## config.mk

```make
export PLATFORM = sky130hd
export DESIGN_NAME = twire_shifter
export DESIGN_NICKNAME = d
export VERILOG_FILES = /design/src/rtl/tws_pkg.sv /design/src/rtl/tws_ctrl.sv /design/src/rtl/tws_shreg.sv /design/src/rtl/tws_cmp.sv /design/src/rtl/twire_shifter.sv
export SDC_FILE = /design/constraint.sdc
export NUM_CORES = 1
export LEC_CHECK = 0
export BUFFER_PORTS_ARGS = -buffer_cell sky130_fd_sc_hd__buf_2
export CAP_MARGIN = 20
export CORE_ASPECT_RATIO = 0.8
export CORE_MARGIN = 8
export CORE_UTILIZATION = 45
export CTS_BUF_LIST = sky130_fd_sc_hd__clkbuf_2
export CTS_CLUSTER_DIAMETER = 80
export DETAILED_ROUTE_END_ITERATION = 8
export PLACE_DENSITY = 0.78
export SLEW_MARGIN = 0
export SYNTH_ARGS = -nofsm -noshare
export SYNTH_HDL_FRONTEND = slang
export SYNTH_SLANG_ARGS = --single-unit
```

## constraint.sdc

```tcl
create_clock -name clk -period 1.6 [get_ports clk]
set_input_delay 0.16 -clock clk [delete_from_list [all_inputs] [get_ports clk]]
set_output_delay 0.16 -clock clk [all_outputs]
set_load 0.01 [all_outputs]
```

## src/rtl/tws_pkg.sv

```systemverilog
package tws_pkg;
    typedef enum logic [1:0] {
        SEL_DATA = 2'd0,
        SEL_ADDR = 2'd1,
        SEL_CTRL = 2'd2,
        SEL_STAT = 2'd3
    } reg_sel_e;

    typedef enum logic [1:0] {
        ST_IDLE = 2'd0,
        ST_LOW  = 2'd1,
        ST_HIGH = 2'd2
    } bit_state_e;
endpackage

```

## src/rtl/tws_ctrl.sv

```systemverilog
module tws_ctrl #(
    parameter int DW = 8
) (
    input  logic clk,
    input  logic rst_n,
    input  logic tick,
    input  logic start,
    input  logic abort,
    output logic busy,
    output logic scl_pull,
    output logic sample,
    output logic reload,
    output logic done
);
    import tws_pkg::*;

    localparam int CW = (DW > 1) ? $clog2(DW) : 1;
    localparam logic [CW-1:0] LAST = CW'(DW - 1);

    bit_state_e      state_q, state_d;
    logic [CW-1:0]   cnt_q;
    logic            last_bit;

    assign last_bit = (cnt_q == LAST);

    always_ff @(posedge clk or negedge rst_n) begin
        if (!rst_n) state_q <= ST_IDLE;
        else        state_q <= state_d;
    end

    always_comb begin
        state_d = state_q;
        unique case (state_q)
            ST_IDLE: if (start) state_d = ST_LOW;
            ST_LOW:  if (tick)  state_d = ST_HIGH;
            ST_HIGH: if (tick)  state_d = last_bit ? ST_IDLE : ST_LOW;
            default:            state_d = ST_IDLE;
        endcase
        if (abort) state_d = ST_IDLE;
    end

    always_comb begin
        busy     = (state_q != ST_IDLE);
        scl_pull = (state_q == ST_LOW);
        sample   = (state_q == ST_LOW)  && tick && !abort;
        reload   = (state_q == ST_HIGH) && tick && !last_bit && !abort;
        done     = (state_q == ST_HIGH) && tick &&  last_bit && !abort;
    end

    always_ff @(posedge clk or negedge rst_n) begin
        if (!rst_n)      cnt_q <= '0;
        else if (start)  cnt_q <= '0;
        else if (reload) cnt_q <= cnt_q + 1'b1;
    end
endmodule

```

## src/rtl/tws_shreg.sv

```systemverilog
module tws_shreg #(
    parameter int DW = 8
) (
    input  logic          clk,
    input  logic          rst_n,
    input  logic          load,
    input  logic [DW-1:0] load_data,
    input  logic          sample,
    input  logic          line_bit,
    input  logic          reload,
    output logic [DW-1:0] data,
    output logic          out_bit
);
    always_ff @(posedge clk or negedge rst_n) begin
        if (!rst_n) begin
            data    <= '0;
            out_bit <= 1'b1;
        end else if (load) begin
            data    <= load_data;
            out_bit <= load_data[DW-1];
        end else begin
            if (sample) data    <= {data[DW-2:0], line_bit};
            if (reload) out_bit <= data[DW-1];
        end
    end
endmodule

```

## src/rtl/tws_cmp.sv

```systemverilog
module tws_cmp #(
    parameter int DW = 8
) (
    input  logic          clk,
    input  logic          rst_n,
    input  logic          addr_wr,
    input  logic [DW-1:0] addr_d,
    input  logic          eval,
    input  logic [DW-1:0] cur,
    output logic          match
);
    logic [DW-1:0] addr_q;

    always_ff @(posedge clk or negedge rst_n) begin
        if (!rst_n) begin
            addr_q <= '0;
            match  <= 1'b0;
        end else begin
            if (addr_wr) addr_q <= addr_d;
            if (eval)    match  <= (cur == addr_q);
        end
    end
endmodule

```

## src/rtl/twire_shifter.sv

```systemverilog
module twire_shifter #(
    parameter int DW = 8
) (
    input  logic          clk,
    input  logic          rst_n,
    input  logic          reg_wr,
    input  logic [1:0]    reg_sel,
    input  logic [DW-1:0] reg_wdata,
    input  logic          tick,
    input  logic          sda_in,
    input  logic          scl_in,
    output logic          sda_pull,
    output logic          scl_pull,
    output logic [DW-1:0] shift_data,
    output logic          ctrl_en,
    output logic          busy,
    output logic          match,
    output logic          irq
);
    import tws_pkg::*;

    logic data_wr, addr_wr, ctrl_wr, stat_wr;
    logic start, load, abort;
    logic sample, reload, done, out_bit;

    assign data_wr = reg_wr && (reg_sel == SEL_DATA);
    assign addr_wr = reg_wr && (reg_sel == SEL_ADDR);
    assign ctrl_wr = reg_wr && (reg_sel == SEL_CTRL);
    assign stat_wr = reg_wr && (reg_sel == SEL_STAT);

    assign abort = !ctrl_en || (ctrl_wr && !reg_wdata[0]);
    assign load  = data_wr && !busy;
    assign start = load && ctrl_en && scl_in;

    always_ff @(posedge clk or negedge rst_n) begin
        if (!rst_n) begin
            ctrl_en <= 1'b0;
            irq     <= 1'b0;
        end else begin
            if (ctrl_wr)      ctrl_en <= reg_wdata[0];
            if (done)         irq     <= 1'b1;
            else if (stat_wr) irq     <= 1'b0;
        end
    end

    tws_ctrl #(.DW(DW)) u_ctrl (
        .clk(clk), .rst_n(rst_n), .tick(tick), .start(start), .abort(abort),
        .busy(busy), .scl_pull(scl_pull), .sample(sample), .reload(reload), .done(done)
    );

    tws_shreg #(.DW(DW)) u_shreg (
        .clk(clk), .rst_n(rst_n), .load(load), .load_data(reg_wdata),
        .sample(sample), .line_bit(sda_in), .reload(reload),
        .data(shift_data), .out_bit(out_bit)
    );

    tws_cmp #(.DW(DW)) u_cmp (
        .clk(clk), .rst_n(rst_n), .addr_wr(addr_wr), .addr_d(reg_wdata),
        .eval(done), .cur(shift_data), .match(match)
    );

    assign sda_pull = busy && !out_bit;
endmodule

```

==> results.cfg <==
[synth]
synth_cell_types = 29
synth_ff_type = dfrtp_1
yosys_warnings = 0
synth_seq_cells = 25
syn_area_um2 = 1280
seq_area_frac_synth = 0.489
synth_edf_count = 0
async_flop_share = 1.00
synth_cells = 98
syn_nets = 116
synth.avg_cell_area_um2 = 13.1

[final_layout]
area_growth_syn_to_layout_pct = 35.9
stdcell_count = 191
stdcell_area_um2 = 1740
drive_gt1_frac = 0.562
nNetsFinal = 172
diodes = 0

[route]
detail_route.wl_per_cell_um = 16.9
vias = 999
firstDrtPassIters = 4
via_per_inst = 5.23
ant_nets = 0
drt-total-wl_mm = 3.23
drc = 0
drtIter0Drc = 54

[critical_path]
crit_arrival_ps = 2110
rr_endpoint = u_shreg.data[6]
path_class = reg2reg
r2r_start = u_ctrl.state_q[1]
required_ps = 1900
crit_fanout = 4
endpoint = u_shreg.data[6]
startpoint = u_ctrl.state_q[1]
worstRegToRegCells = 5
cp_slowest_cell = dfrtp_1
worstSetupEndpointType = flop
reg2reg_slack_ps = -210
cp_cell_sequence = or2_4, or3_4, buf_6, mux2_4, mux2_2
slowest_delay_ps = 440
startpoint_type = flop

[sta]
finalCriticalPeriod_ps = 1810
fmax_mhz = 553
hold_violations = 0
max-slew-margin-rel = 0.627
fin_crit_sh = 1.13
skew_ps = 7.44
slew_violations = 0
grt_setup_unrepaired = yes
tightest_slew_ps = 560
layout_setup_ws_ps = -209
setup_viol = 8

[run]
cap_violations = 0

[global_route]
track_usage = 0.125
grt_max_degree = 26
grt_pass1_wl_mm = 4.57
grt_pass1_vias = 981
antenna_found_initial = 0
grt_overflow = 0

[placement]
gp_congestion = 0.928
dpl.cell_count = 178
hpwl_mm = 2.24
place_area_um2 = 1580
io_buffers = 29

[power_and_ir_drop]
vdd.ir_drop.worst_mv = 0.473
switching_power_mw = 0.616
p_clk_frac = 0.149
internal_power_mw = 1.20
combPwrFrac = 0.349
powerDensity_nw_per_um2 = 1040
seqPwrFrac = 0.502
switching_share = 0.340
leakage_nw = 0.844

[floorplan]
dieArea_um2 = 4820
ios = 30
die_h_um = 63.8
rows = 17
start_util = 0.467
chipWidth_um = 75.7
core_um2 = 2740

[worst_hold_path]
min_from = reg_wdata[2]
min_path_type = in2reg

[clock_network]
cts_buffers = 3
htree_levels = 1
tritoncts = yes
clockRootBuffer = clkbuf_2
cts.reportedPaths.clkPinSlew_ps = 250
clock_latency_ps = 380
clockBufferDepth = 2
clock_sinks = 25

[outcome]
violations = setup timing
outcome = finished, violations left
==> worst min-delay path by stage <==
stage | end | slack, ps | cells after the start
floorplan | ctrl_en | -140 | 0
global placement | u_ctrl.cnt_q[0] | 170 | 1
detailed placement | u_ctrl.cnt_q[0] | 180 | 1
CTS | u_cmp.addr_q[4] | 20 | 2
global route | u_cmp.addr_q[1] | -3 | 2
finish | u_cmp.addr_q[2] | 20 | 2
==> layer usage <==
| layer | vias to the layer above | GRT usage | wire length (um) |
|---|---|---|---|
| met3 | 7 | 0.0265 | 154 |
| met4 | 0 | 0.0670 | 78 |
| met1 | 500 | 0.159 | 1410 |
| met5 | - | 0 | 0 |
| li1 | 466 | - | - |
| met2 | 26 | 0.193 | 1590 |
==> worst max-delay path, delay by kind of cell, from the launching register on <==
kind,cells,cell delay (ps)
DFF,1,440
and+or+nand+nor,2,590
buffers and inverters,1,150
muxes,2,550
==> cell families after synthesis <==
family	Yosys count	share of synthesized area
muxes	27	0.254
and+or+nand+nor	28	0.143
xor gates and xnor gates	9	0.0615
DFF	25	0.489
AOI/OAI and AO/OA	5	0.0215
adders and majority gates	2	0.0195
buffers and inverters	2	0.0117
==> sequential cells by signal, indices dropped and copies added (netlist names) <==
signal / count
u_ctrl.state_q: 2
u_shreg.data: 8
u_cmp.match: 1
u_cmp.addr_q: 8
ctrl_en: 1
irq: 1
u_shreg.out_bit: 1
u_ctrl.cnt_q: 3
==> final cells by class <==
type                    count  area, um2
repair buffers             52        344
well taps                  38       47.5
multi-input cells          71        698
flip-flops and latches     25        627
inverters                   1       3.75
fillers                   198       1000
clock buffers               3       15.0
clock inverters             1       7.51
==> cells in the mapped netlist (2+ instances only) <==
library cell	count	share of area
nand3b_1	2	0.012
mux2_2	16	0.14
nor2b_1	2	0.0098
ha_1	2	0.020
nor3b_1	2	0.012
mux2i_1	4	0.031
nand3_1	2	0.0078
or3_1	2	0.0098
nor2_1	6	0.018
mux2_4	7	0.082
nand2b_1	2	0.0098
xor2_1	8	0.055
dfrtp_1	24	0.47
nor4_1	2	0.0098
a21oi_1	3	0.012
==> through the flow <==
stage          power, mW  setup WS [ps]  TNS [ps]  hold slack [ps]  utilization
2_1_floorplan       1.27           -194     -1360             -136            -
3_3_place_gp        1.48           -201     -1390              172        0.575
3_5_place_dp        1.51           -219     -1580              180        0.575
4_1_cts             1.78           -189     -1300             17.7        0.603
5_1_grt             1.90           -239     -1930            -2.80        0.635
6_report            1.81           -209     -1330             15.3        0.635
==> power groups by stage <==
stage          sequential, mW  combinational [mW]  clock [mW]
2_1_floorplan           0.936               0.333           0
3_3_place_gp            0.907               0.576           0
3_5_place_dp            0.917               0.592           0
4_1_cts                 0.903               0.608       0.265
5_1_grt                 0.931               0.680       0.290
6_report                0.911               0.633       0.269
==> timing repair <==
| action | in CTS | in global routing |
|---|---|---|
| buffers inserted | 3 | 2 |
| endpoints found under the setup margin | 12 | 15 |
| hold buffers | 1 | 4 |
| hold endpoints to repair | 24 | 4 |
| gates resized for setup | 6 | 8 |
| pin swaps | 2 | 1 |
==> cells in the final DEF (no fill, tap or decap), types with 2 or more instances in the layout <==
| cell | Yosys | routed |
|---|---|---|
| mux2i_1 | 4 | 4 |
| nor4_1 | 2 | 2 |
| clkbuf_2 | 0 | 3 |
| dfrtp_1 | 24 | 24 |
| buf_2 | 0 | 28 |
| buf_4 | 0 | 16 |
| nand3b_1 | 2 | 2 |
| mux2_4 | 7 | 7 |
| a21oi_1 | 3 | 3 |
| mux2_2 | 16 | 16 |
| nand2b_1 | 2 | 2 |
| nor2_1 | 6 | 5 |
| nand3_1 | 2 | 2 |
| buf_6 | 1 | 3 |
| xor2_1 | 8 | 8 |
| dlygate4sd3_1 | 0 | 5 |
(Power assumes the default switching activity.)
